<file path="config.mk">
export PLATFORM = sky130hd
export DESIGN_NAME = evtirq_top
export DESIGN_NICKNAME = d
export VERILOG_FILES = /design/src/rtl/evtirq_pkg.sv /design/src/rtl/evtirq_ctrl.sv /design/src/rtl/evtirq_datapath.sv /design/src/rtl/evtirq_top.sv
export SDC_FILE = /design/constraint.sdc
export NUM_CORES = 1
export LEC_CHECK = 0
export BUFFER_PORTS_ARGS = -buffer_cell sky130_fd_sc_hd__buf_2
export CAP_MARGIN = 25
export CORE_ASPECT_RATIO = 0.9
export CORE_MARGIN = 2
export CORE_UTILIZATION = 35
export CTS_BUF_LIST = sky130_fd_sc_hd__clkbuf_4 sky130_fd_sc_hd__clkbuf_8
export DETAILED_ROUTE_END_ITERATION = 7
export PLACE_DENSITY = 0.73
export SYNTH_ARGS = -nofsm -noshare
export SYNTH_HDL_FRONTEND = slang
export SYNTH_HIERARCHICAL = 1
export SYNTH_SLANG_ARGS = --single-unit
</file>
<file path="constraint.sdc">
create_clock -name clk -period 1.8 [get_ports clk]
set_clock_uncertainty 0.1 [all_clocks]
set_input_delay 0.09 -clock clk [delete_from_list [all_inputs] [get_ports clk]]
set_output_delay 0.09 -clock clk [all_outputs]
set_load 0.005 [all_outputs]
</file>
<file path="src/rtl/evtirq_pkg.sv">
package evtirq_pkg;
  // Register-access strobes passed from the decoder to the register datapath.
  typedef struct packed {
    logic flagClr;  // write to the flag register: clear the bits written as one
    logic enWr;     // write to the enable register
    logic rdFlag;   // the current address selects the flag register
    logic rdEn;     // the current address selects the enable register
  } strobe_t;
endpackage

</file>
<file path="src/rtl/evtirq_ctrl.sv">
module evtirq_ctrl
  import evtirq_pkg::*;
#(
  parameter int ADDR_W    = 4,
  parameter int FLAG_ADDR = 0,
  parameter int EN_ADDR   = 1
) (
  input  logic [ADDR_W-1:0] regAddr,
  input  logic              regWrEn,
  output strobe_t           st
);
  logic hitFlag;
  logic hitEn;

  assign hitFlag = (regAddr == ADDR_W'(FLAG_ADDR));
  assign hitEn   = (regAddr == ADDR_W'(EN_ADDR));

  always_comb begin
    st         = '0;
    st.rdFlag  = hitFlag;
    st.rdEn    = hitEn;
    st.flagClr = regWrEn && hitFlag;
    st.enWr    = regWrEn && hitEn;
  end
endmodule

</file>
<file path="src/rtl/evtirq_datapath.sv">
module evtirq_datapath
  import evtirq_pkg::*;
#(
  parameter int NUM_EVT = 8,
  parameter int DATA_W  = 32
) (
  input  logic               clk,
  input  logic               rstN,
  input  strobe_t            st,
  input  logic [DATA_W-1:0]  wrData,
  input  logic [NUM_EVT-1:0] evtPulse,
  output logic [DATA_W-1:0]  rdData,
  output logic [NUM_EVT-1:0] flagQ,
  output logic [NUM_EVT-1:0] enQ,
  output logic               irqOut
);
  localparam int PAD_W = DATA_W - NUM_EVT;

  logic [NUM_EVT-1:0] flagNext;
  logic [NUM_EVT-1:0] enNext;
  logic [NUM_EVT-1:0] clrMask;

  assign clrMask = st.flagClr ? wrData[NUM_EVT-1:0] : '0;

  // One flag cell per source. The event pulse sets the flag, and a set
  // beats a clear written for the same bit in the same cycle.
  for (genvar g = 0; g < NUM_EVT; g++) begin : gFlag
    assign flagNext[g] = evtPulse[g] | (flagQ[g] & ~clrMask[g]);
    always_ff @(posedge clk) begin
      if (!rstN) flagQ[g] <= 1'b0;
      else       flagQ[g] <= flagNext[g];
    end
  end

  assign enNext = st.enWr ? wrData[NUM_EVT-1:0] : enQ;

  always_ff @(posedge clk) begin
    if (!rstN) enQ <= '0;
    else       enQ <= enNext;
  end

  // The output register is fed from the next-state values, so an enable
  // write or an event takes effect on irqOut at the same edge as on the
  // registers.
  always_ff @(posedge clk) begin
    if (!rstN) irqOut <= 1'b0;
    else       irqOut <= |(flagNext & enNext);
  end

  always_comb begin
    if (st.rdFlag)    rdData = {{PAD_W{1'b0}}, flagQ};
    else if (st.rdEn) rdData = {{PAD_W{1'b0}}, enQ};
    else              rdData = '0;
  end
endmodule

</file>
<file path="src/rtl/evtirq_top.sv">
module evtirq_top
  import evtirq_pkg::*;
#(
  parameter int NUM_EVT   = 8,
  parameter int DATA_W    = 32,
  parameter int ADDR_W    = 4,
  parameter int FLAG_ADDR = 0,
  parameter int EN_ADDR   = 1
) (
  input  logic               clk,
  input  logic               rstN,
  input  logic [ADDR_W-1:0]  regAddr,
  input  logic               regWrEn,
  input  logic [DATA_W-1:0]  regWrData,
  output logic [DATA_W-1:0]  regRdData,
  input  logic [NUM_EVT-1:0] evtPulse,
  output logic               irqOut
);
  strobe_t            st;
  logic [NUM_EVT-1:0] flagQ;
  logic [NUM_EVT-1:0] enQ;

  evtirq_ctrl #(
    .ADDR_W(ADDR_W), .FLAG_ADDR(FLAG_ADDR), .EN_ADDR(EN_ADDR)
  ) u_ctrl (
    .regAddr(regAddr), .regWrEn(regWrEn), .st(st)
  );

  evtirq_datapath #(
    .NUM_EVT(NUM_EVT), .DATA_W(DATA_W)
  ) u_dp (
    .clk(clk), .rstN(rstN), .st(st), .wrData(regWrData),
    .evtPulse(evtPulse), .rdData(regRdData), .flagQ(flagQ),
    .enQ(enQ), .irqOut(irqOut)
  );
endmodule

</file>
# Word-level counts from Yosys, hierarchy flattened
# Cells that the tools add are included.
# word_totals
reg_bits	17
out_inout_bits	33
wordCells	44
# op_classes
eq_ne	1
mux	4
n_reduce_logical	4
bitwise	25
# op_table
op	n
2-to-1 mux 32 bit	1
2-to-1 mux 8 bit	3
bitwise AND 1 bit	8
bitwise AND 8 bit	1
inverter 1 bit	8
bitwise OR 1 bit	8
OR reduction 8 bit	1
equality test 4 x 1 -> 1 bit (second input constant)	1
zero test 4 bit	1
logical AND 1 bit	2

# Longest topological paths before layout
# Gate-level depths: netlist of run 1.
# depth
depth_word	8
ltp_mapped	7
mapped_depth_nobuf	6

# Cells and area by module
# The synthesis of run 1 kept the hierarchy.
# modules_own_cells
mod	instances	cells_per_inst	area_per_inst_um2
evtirq_datapath	1	103	933.4
evtirq_ctrl	1	8	66.3

# Worst setup path after synthesis of run 1
# Ideal clock, no wire load.
# synth_timing
kind	input -> register
startpoint	in regAddr[3]
endpoint	reg u_dp.irqOut
path_buffers	1
cell_stages	6
path_slack_ps	347
arrival_ps	1228
required_time_ps	1575
path_cell_list	nor2_1 > and4b_1 > buf_6 > mux2i_1 > o22ai_1 > o41a_1
# synth_lines
item	line_no	source
start, declared	evtirq_top.sv:12	input logic [ADDR_W-1:0] regAddr,
end signal, assigned	evtirq_datapath.sv:47	else irqOut <= |(flagNext & enNext);
end, declared	evtirq_datapath.sv:15	output logic irqOut

==> run summary, run 1 <==
Final Cycle Share = 0.8040
Hold slack = 0.006595 ns
Post-synthesis compound-gate area fraction = 0.1464
Total negative slack = 0 ns
Clk pwr share = 0.293
Die Area = 3300 µm²
Die Y = 54.70 µm
IO buf count = 31
DR pass1 iterations = 4
Max FO, Critical Path = 8
I/O Pins = 80
Crit start category = input port
Synth Area in XOR/XNOR = 0
Fillers = 276
Clock transition at path regs = 0.09 ns
DP Cell Count = 178
Setup violators final = 0
Placer Congestion = 0.7102
Clk sinks = 17
P_sw = 0.1718 mW
Crit path time final = 1.447 ns
Top cell type's share of synthesized area = 0.3404
Vias in the first global route = 721
Sequential element share of the synthesized area = 0.3404
Hold Vio Cnt, Final = 0
Hold Path Sink = u_dp/enQ[4]
Post-Layout Cell Count = 187
Status = finished clean
Leakage power = 0.5510 nW
Synthesized instance count = 111
DR iter-0 viols = 19
ANT nets after route = 0
Setup CP Type = input port to flip-flop
First-pass GRT wire length = 3.125 mm
Worst R2R End = u_dp/irqOut
Row Count = 18
Simple-gate share of the synthesized area = 0.2040
Post-synthesis adder-cell area fraction = 0
Hold_sp = regWrData[4]
VDD IR max = 0.3171 mV
CTS max path bufs = 2
Initial antenna violation count = 0
Largest net degree at the start of global routing = 18
Register bit total from synthesis = 17
Tot GR Track Use = 0.1288
WL per Instance = 10.59 µm
Worst reg-to-reg path cell count = 3
Fin nets = 195
Top cells by area in the synthesized netlist = dfxtp_1, buf_4, mux2i_1, nor2b_1, a22o_1
Drt total wl = 1.980 mm
DRC viols = 0
Skew-Pair Late Insertion Delay = 0.28 ns
Mux share of post-synthesis cell area = 0.08010
Routed vias/inst = 4.257
Diode count = 0
DP HPWL = 1.526 mm
Starting Density = 0.3669
Chip width = 60.34 µm
Leading area contributor after synthesis = dfxtp_1
Setup crit end kind = flip-flop
Final Max Slew Viols = 0
Max Fclk = 691.0 MHz
Core box area = 2725 µm²
Vias = 796
H-tree level count = 1
RSZ-0062 raised after global routing = no
Largest family of logic cells by synthesized area = buffers and inverters
Unique masters post-synth = 21
Switch share = 0.2392
TritonCTS Buffers = 3
Area growth, synth to finish = 18.90%
Synth Cell Area = 999.7 µm²
Synth warnings = 6
Comb pwr share = 0.149
Seq pwr share = 0.558
Worst hold path type = input port to flip-flop
Layout cells sized above 1 = 0.2925
Clock Tree Root = clkbuf_4
Worst EP arrival = 1.51 ns
Cell area power density = 604.2 nW/µm²
Worst EP required = 1.87 ns
Reg2reg start = u_dp/flagQ[2]
Min-Delay Path Depth = 3
Total internal power = 0.5464 mW
Total grt overflow = 0
CTS tree = built
Syn_area_per_cell = 9.006 µm²
Max-cap violations = 0
Reg-to-reg slack, setup = 0.55 ns
## critical path, stage by stage
cell	delay, ns
buf_2	0.12
nor2_1	0.11
and4b_1	0.27
buf_12	0.15
mux2i_1	0.22
o22ai_1	0.12
o41a_1	0.42
## flip-flops by register name, indices dropped and copies added, names as in the netlist
register,flops
u_dp/enQ,8
u_dp/flagQ,8
u_dp/irqOut,1
## worst max path at each step
| stage | from | end | slack [ns] | cells after the start |
|---|---|---|---|---|
| after floorplan | regAddr[3] | u_dp/irqOut | 0.35 | 6 |
| after global placement | regAddr[3] | u_dp/irqOut | 0.09 | 7 |
| final | regAddr[3] | u_dp/irqOut | 0.35 | 7 |
| after global routing | regAddr[3] | u_dp/irqOut | 0.29 | 7 |
| after detailed placement | regAddr[3] | u_dp/irqOut | 0.08 | 7 |
| after CTS | regAddr[3] | u_dp/irqOut | 0.37 | 7 |
## cell type report
type,count,area (µm²),area share
Multi-Input combinational cell,86,520.5,0.4379
Sequential cell,17,340.3,0.2863
Timing Repair Buffer,40,247.7,0.2084
Tap cell,40,50.05,0.04211
Clock buffer,4,30.03,0.02526
## metal layers
metal	track usage	vias to the layer above	routed length, µm
met4	0.03333	0	0
met3	0.02600	0	137
met5	0	-	0
met1	0.1695	360	903
li1	-	402	-
met2	0.2156	34	939
## synthesized netlist by cell type
| cell | count |
|---|---|
| buf_4 | 27 |
| dfxtp_1 | 17 |
| nor2b_1 | 11 |
| nand2_1 | 10 |
| mux2i_1 | 8 |
| a21oi_1 | 7 |
| a22o_1 | 7 |
| and2b_1 | 5 |
| o22ai_1 | 4 |
| clkbuf_1 | 3 |
| nor2_1 | 2 |
| a21oi_2 | 1 |
| and2b_2 | 1 |
| and3_1 | 1 |
| and4b_1 | 1 |
| buf_6 | 1 |
| conb_1 | 1 |
| nor4_2 | 1 |
| nor4b_2 | 1 |
| o21ai_0 | 1 |
| o41a_1 | 1 |
## cells by family (layout without fill, tap and decap cells)
family,after synthesis,in the layout
multiplexers,8,8
buffers and inverters,31,44
flip-flops,17,17
AND/OR/NAND/NOR,33,33
AO/OA/AOI/OAI,21,21
other,1,24
## power by group through the flow
stage / Sequential [mW] / Clock [mW] / Combinational [mW]
final: 0.401 / 0.210 / 0.107
after global routing: 0.403 / 0.236 / 0.122
after CTS: 0.401 / 0.218 / 0.107
after detailed placement: 0.410 / 0 / 0.0978
after global placement: 0.408 / 0 / 0.0942
after floorplan: 0.408 / 0 / 0.0919
## through the flow
| stage | worst slack, ns | utilization | total power [mW] | area [µm²] |
|---|---|---|---|---|
| after CTS | 0.3700 | 0.4362 | 0.7258 | 1189 |
| after detailed placement | 0.07535 | 0.4068 | 0.5075 | 1109 |
| after global placement | 0.08583 | 0.4068 | 0.5025 | 1109 |
| after floorplan | 0.3468 | - | 0.4997 | 1086 |
| final | 0.3528 | 0.4362 | 0.7182 | 1189 |
| after global routing | 0.2893 | 0.4362 | 0.7614 | 1189 |
## layout by cell type, fill, tap and decap left out
cell           instances
buf_2                 31
conb_1                24
dfxtp_1               17
nor2b_1               11
nand2_1               10
mux2i_1                8
a22o_1                 7
a21oi_1                7
dlygate4sd3_1          5
and2b_1                5
clkbuf_4               4
o22ai_1                4
buf_4                  3
nor2_1                 2
nor4_2                 1
nor4b_2                1
and3_1                 1
and4b_1                1
o21ai_0                1
and2b_2                1
a21oi_2                1
o41a_1                 1
buf_12                 1
## timing repair
| action | CTS | global route |
|---|---|---|
| hold buffers | 5 | 0 |
| gates resized for setup | 0 | 0 |
| setup endpoints to repair | 0 | 0 |
| buffers inserted | 0 | 0 |
| endpoints found under the hold margin | 5 | 0 |
(Power assumes the default switching activity.)
==> run 2, diff against run 1 <==
--- a/config.mk
+++ b/config.mk
@@ -5,6 +5,7 @@
 export SDC_FILE = /design/constraint.sdc
 export NUM_CORES = 1
 export LEC_CHECK = 0
+export ABC_AREA = 1
 export BUFFER_PORTS_ARGS = -buffer_cell sky130_fd_sc_hd__buf_2
 export CAP_MARGIN = 25
 export CORE_ASPECT_RATIO = 0.9
@@ -12,7 +13,7 @@
 export CORE_UTILIZATION = 35
 export CTS_BUF_LIST = sky130_fd_sc_hd__clkbuf_4 sky130_fd_sc_hd__clkbuf_8
 export DETAILED_ROUTE_END_ITERATION = 7
-export PLACE_DENSITY = 0.73
+export PLACE_DENSITY = 0.71
 export SYNTH_ARGS = -nofsm -noshare
 export SYNTH_HDL_FRONTEND = slang
 export SYNTH_HIERARCHICAL = 1
==> constraint.sdc (replaced) <==
create_clock -name clk -period 1.49 [get_ports clk]
set_clock_uncertainty 0.1 [all_clocks]
set_input_delay 0.0745 -clock clk [delete_from_list [all_inputs] [get_ports clk]]
set_output_delay 0.0745 -clock clk [all_outputs]
set_load 0.005 [all_outputs]
==> run summary, run 2 <==
Status = finished clean
Initial antenna violation count = 0
CP startpoint = regWrData[3]
Top cells by area in the synthesized netlist = dfxtp_1, nand2_1, buf_4, inv_1, o21ai_0
Max FO, Critical Path = 2
Pre-CTS setup slack = 0.1483 ns
I/O Pins = 80
Worst EP arrival = 1.53 ns
Hold Vio Cnt, Final = 0
Synth Flop Type = dfxtp_1
Slowest stage delay, CP = 0.57 ns
Commonest non-fill, non-tap cell in the layout = nand2_1
Buf/Inv on CP = 3
Crit path time final = 1.381 ns
Drt total wl = 2.188 mm
End of the critical path = u_dp/flagQ[3]
Max Fclk = 724.3 MHz
Die Area = 3534 µm²
Area growth, synth to finish = 28.14%
Diode count = 0
Fillers = 347
Die Y = 56.60 µm
Setup CP Type = input port to flip-flop
DP HPWL = 1.556 mm
TritonCTS Buffers = 3
Synthesized instance count = 174
Total power = 0.8985 mW
Reg2reg start = u_dp/flagQ[4]
Slowest-stage cell, CP = dlygate4sd3_1
Largest family of logic cells by synthesized area = buffers and inverters
Core box area = 2995 µm²
Skew-Pair Late Insertion Delay = 0.30 ns
CTS max path bufs = 2
Setup violators final = 0
Placer Congestion = 0.7015
Syn_area_per_cell = 6.184 µm²
Vias = 1037
DRC viols = 0
Top Registers = u_dp/enQ (8), u_dp/flagQ (8), u_dp/irqOut (1)
Leakage power = 0.7264 nW
DR pass1 iterations = 4
Cell with the most instances after synthesis = nand2_1
Max-cap violations = 0
Starting Density = 0.3592
Worst reg-to-reg path cell count = 3
Mux share of post-synthesis cell area = 0
Post-synthesis compound-gate area fraction = 0.1151
Row Count = 19
Clock Tree Root = clkbuf_4
Register bit total from synthesis = 17
Synth Cell Area = 1076 µm²
CP Depth = 6
Clock transition at path regs = 0.11 ns
Largest net degree at the start of global routing = 18
CTS tree = built
Routed vias/inst = 3.913
Cell area power density = 651.7 nW/µm²
H-tree level count = 1
Layout cells sized above 1 = 0.1883
Final setup margin = 0.1094 ns
CP delay by family, top = buffers and inverters
Synth async-reset ratio = 0
Final Cycle Share = 0.9266
Tot GR Track Use = 0.1272
Synth Area in XOR/XNOR = 0
Crit start category = input port
Final Max Slew Viols = 0
Post-synthesis adder-cell area fraction = 0
Setup crit end kind = flip-flop
Most frequent cells in the layout = nand2_1, buf_2, inv_1, conb_1
Worst hold path type = input port to flip-flop
EDFF count, synth = 0
Unique masters post-synth = 16
Fin nets = 271
Reg-to-reg slack, setup = 0.23 ns
ANT nets after route = 0
Synth warnings = 6
Critical-path cell list = dlygate4sd3_1, buf_2, nand2_1, nand2_1, a21oi_1, dlygate4sd3_1
IO buf count = 31
First-pass GRT wire length = 3.532 mm
Leading area contributor after synthesis = dfxtp_1
Clk sinks = 17
Chip width = 62.45 µm
RSZ-0062 raised after global routing = no
Top cell type's share of synthesized area = 0.3163
DR iter-0 viols = 21
Vias in the first global route = 883
Simple-gate share of the synthesized area = 0.2605
Commonest cells in the netlist = nand2_1, inv_1, buf_4, dfxtp_1, o21ai_0
Total grt overflow = 0
VDD IR max = 0.3479 mV
Sequential element share of the synthesized area = 0.3163
Worst R2R End = u_dp/flagQ[4]
Worst EP required = 1.64 ns
Total negative slack = 0 ns
WL per Instance = 8.257 µm
Post-CTS resize count = 0
-- run 2: area by class of cell --
class / instances / area (µm²) / area share
clock inverter: 1 / 5.005 / 0.003630
clock buffer: 3 / 22.52 / 0.01633
tap: 42 / 52.55 / 0.03811
multi-input combinational: 121 / 494.2 / 0.3584
timing repair buffer: 52 / 355.3 / 0.2577
inverter: 29 / 108.9 / 0.07895
sequential: 17 / 340.3 / 0.2468
-- run 2: how the worst min path moves through the flow --
stage | from | to | slack, ns | cells after the start
after floorplan | evtPulse[0] | u_dp/flagQ[0] | 0.13 | 2
after global placement | evtPulse[1] | u_dp/flagQ[1] | 0.24 | 3
after detailed placement | evtPulse[4] | u_dp/flagQ[4] | 0.24 | 3
after CTS | regWrData[7] | u_dp/enQ[7] | 0.04 | 5
after global routing | regWrData[4] | u_dp/enQ[4] | 0.06 | 5
final | regWrData[7] | u_dp/enQ[7] | 0.04 | 5
-- run 2: cell families (layout without fill, tap and decap cells) --
family,count (synthesis),after routing
buffers and inverters,59,85
AO/OA/AOI/OAI,24,24
other,1,24
AND/OR/NAND/NOR,73,73
flip-flops,17,17
-- run 2: timing repair --
item | in CTS | in global routing
buffers inserted | 0 | 0
endpoints found under the hold margin | 9 | 0
hold buffers | 17 | 0
-- run 2: stage by stage --
stage | cell area, µm² | hold slack, ns | std cells | util
CTS | 1379 | 0.04154 | 265 | 0.4603
floorplan | 1162 | 0.1289 | 197 | -
finish | 1379 | 0.04292 | 265 | 0.4603
global placement | 1181 | 0.2387 | 244 | 0.3943
detailed placement | 1181 | 0.2404 | 244 | 0.3943
global route | 1379 | 0.06322 | 265 | 0.4603
-- run 2: layer usage --
| layer | vias up | part of all wire | track usage |
|---|---|---|---|
| met4 | 0 | 0.018 | 0.06667 |
| met5 | - | 0 | 0 |
| met2 | 42 | 0.46 | 0.2227 |
| met3 | 5 | 0.065 | 0.02405 |
| met1 | 428 | 0.45 | 0.1476 |
| li1 | 562 | - | - |
-- run 2: power by group --
group / internal (mW) / total (mW) / switching [mW]
Sequential: 0.474 / 0.482 / 0.00806
Clock: 0.0999 / 0.252 / 0.152
Combinational: 0.0822 / 0.164 / 0.0818
Total: 0.657 / 0.899 / 0.242
-- run 2: worst register-to-register path: cells and delay by family, from the launching register on --
family	cells	cell delay, ns
simple gates	1	0.07
compound gates	1	0.12
buf+inv	1	0.57
flops	1	0.35
==> run 3, diff against run 2 <==
--- a/config.mk
+++ b/config.mk
@@ -5,7 +5,7 @@
 export SDC_FILE = /design/constraint.sdc
 export NUM_CORES = 1
 export LEC_CHECK = 0
-export ABC_AREA = 1
+export ABC_AREA = 0
 export BUFFER_PORTS_ARGS = -buffer_cell sky130_fd_sc_hd__buf_2
 export CAP_MARGIN = 25
 export CORE_ASPECT_RATIO = 0.9
@@ -13,7 +13,7 @@
 export CORE_UTILIZATION = 35
 export CTS_BUF_LIST = sky130_fd_sc_hd__clkbuf_4 sky130_fd_sc_hd__clkbuf_8
 export DETAILED_ROUTE_END_ITERATION = 7
-export PLACE_DENSITY = 0.71
+export PLACE_DENSITY = 0.73
 export SYNTH_ARGS = -nofsm -noshare
 export SYNTH_HDL_FRONTEND = slang
 export SYNTH_HIERARCHICAL = 1
==> constraint.sdc (replaced) <==
create_clock -name clk -period 1.49 [get_ports clk]
set_clock_uncertainty 0.1 [all_clocks]
set_input_delay 0.149 -clock clk [delete_from_list [all_inputs] [get_ports clk]]
set_output_delay 0.149 -clock clk [all_outputs]
set_load 0.005 [all_outputs]
==> run summary, run 3 (same netlist as run 1, synthesis figures left out) <==
Final Cycle Share = 0.9833
Top Registers = u_dp/enQ (8), u_dp/flagQ (8), u_dp/irqOut (1)
Clk pwr share = 0.290
Routed vias/inst = 4.339
# Post-CTS Setup Buffers = 0
Clock transition at path regs = 0.09 ns
Slowest-stage cell, CP = nor4_4
VDD IR max = 0.4458 mV
DP Cell Count = 187
Met1 Track Usage GR = 0.1603
Skew-Pair Late Insertion Delay = 0.28 ns
M3 GR Usage = 0.02364
Die Y = 54.70 µm
Fin nets = 200
TritonCTS Buffers = 3
DR pass1 iterations = 4
P_sw = 0.2200 mW
Placer Congestion = 0.7746
Drt total wl = 2.187 mm
Buf/Inv on CP = 4
Core box area = 2725 µm²
Crit start category = input port
DP HPWL = 1.593 mm
Vias = 833
Diode count = 0
Setup CP Type = input port to output pin
Starting Density = 0.3669
Status = finished clean
Seq pwr share = 0.543
RSZ-0062 raised after global routing = yes
Critical-path cell list = buf_6, buf_6, nor4_4, nor2b_1, buf_4, a22o_1, buf_2
Max Fclk = 682.5 MHz
Max FO, Critical Path = 7
Most frequent CP cell = buf_6
Slowest stage delay, CP = 0.29 ns
CTS max path bufs = 2
Most frequent cells in the layout = buf_2, conb_1, dfxtp_1, nor2b_1
Switch share = 0.2463
I/O Pins = 80
DRC viols = 0
Hold Vio Cnt, Final = 0
Chip width = 60.34 µm
Pre-CTS setup slack = -0.3070 ns
ANT nets after route = 0
Cell area power density = 705.5 nW/µm²
Met2 GRT Util = 0.2554
Most Crowded Layer GR = met2
Area growth, synth to finish = 26.66%
Tot GR Track Use = 0.1376
Vias in the first global route = 786
Total power = 0.8933 mW
Leakage power = 0.5923 nW
Commonest non-fill, non-tap cell in the layout = buf_2
Final setup margin = 0.02486 ns
Layout cells sized above 1 = 0.3487
Largest net degree at the start of global routing = 18
Max-cap violations = 0
Comb pwr share = 0.168
Final Max Slew Viols = 0
Worst hold path type = input port to flip-flop
Hold slack = 0.01732 ns
WL per Instance = 11.39 µm
Post-Layout Cell Count = 192
Setup violators final = 0
Total internal power = 0.6732 mW
Clk sinks = 17
Crit path time final = 1.465 ns
Die Area = 3300 µm²
H-tree level count = 1
DR iter-0 viols = 11
CP delay by family, top = buffers and inverters
Clock Tree Root = clkbuf_4
IO buf count = 31
Total grt overflow = 0
Worst EP required = 1.24 ns
Setup crit end kind = output pin
Initial antenna violation count = 0
Worst EP arrival = 1.22 ns
Total negative slack = 0 ns
CTS tree = built
First-pass GRT wire length = 3.318 mm
Row Count = 18
[run 3: cell types whose count changed in the layout (fill, tap and decap cells not counted), sizes merged, moves of 4 or more]
cell	before	now
a22o	0	7
and2b	0	6
buf	35	44
dlygate4sd3	17	1
inv	28	0
mux2i	0	8
nand2	58	10
nor2	14	2
nor2b	0	11
o21ai	14	1
o22ai	0	4
[run 3: worst reg2reg max path: stages, from the launching register on]
cell     delay, ns
dfxtp_1       0.36
mux2i_4       0.16
o22ai_1       0.12
o41a_1        0.42
[run 3: cell type report]
cell class | instances | area [µm²]
clock buffers | 4 | 30.03
fillers | 285 | 1459
multi-input cells | 86 | 550.5
flip-flops and latches | 17 | 340.3
well taps | 40 | 50.05
repair buffers | 45 | 295.3
[run 3: path summary, 6_finish.rpt]
path                      start            end  slack, ns  cells past startpoint
hold reg to reg   u_dp/flagQ[6]  u_dp/flagQ[6]       0.44                      2
setup reg to reg    u_dp/enQ[1]    u_dp/irqOut       0.24                      3
setup / recovery     regAddr[2]   regRdData[1]       0.02                      7
hold / removal      evtPulse[4]  u_dp/flagQ[4]       0.02                      3
[run 3: what timing repair did]
item | CTS | global route
setup endpoints to repair | 7 | 8
resized for setup | 6 | 2
endpoints found under the hold margin | 1 | 0
hold buffers | 1 | 0
pin swaps | 3 | 4
[run 3: power groups by stage]
stage / Clock [mW] / Sequential (mW) / Combinational [mW]
5_1_grt: 0.294 / 0.487 / 0.168
4_1_cts: 0.271 / 0.485 / 0.146
6_report: 0.259 / 0.485 / 0.150
3_3_place_gp: 0 / 0.494 / 0.129
3_5_place_dp: 0 / 0.495 / 0.132
2_1_floorplan: 0 / 0.493 / 0.111
[run 3: metal layers]
metal	part of all wire	up-vias
met5	0	-
met4	0	0
met3	0.058	0
met2	0.49	33
met1	0.45	391
li1	-	409
[run 3: through the flow]
step,area [µm²],util
floorplan,1086,-
global placement,1176,0.4316
detailed placement,1176,0.4316
CTS,1251,0.4591
global route,1266,0.4646
finish,1266,0.4646
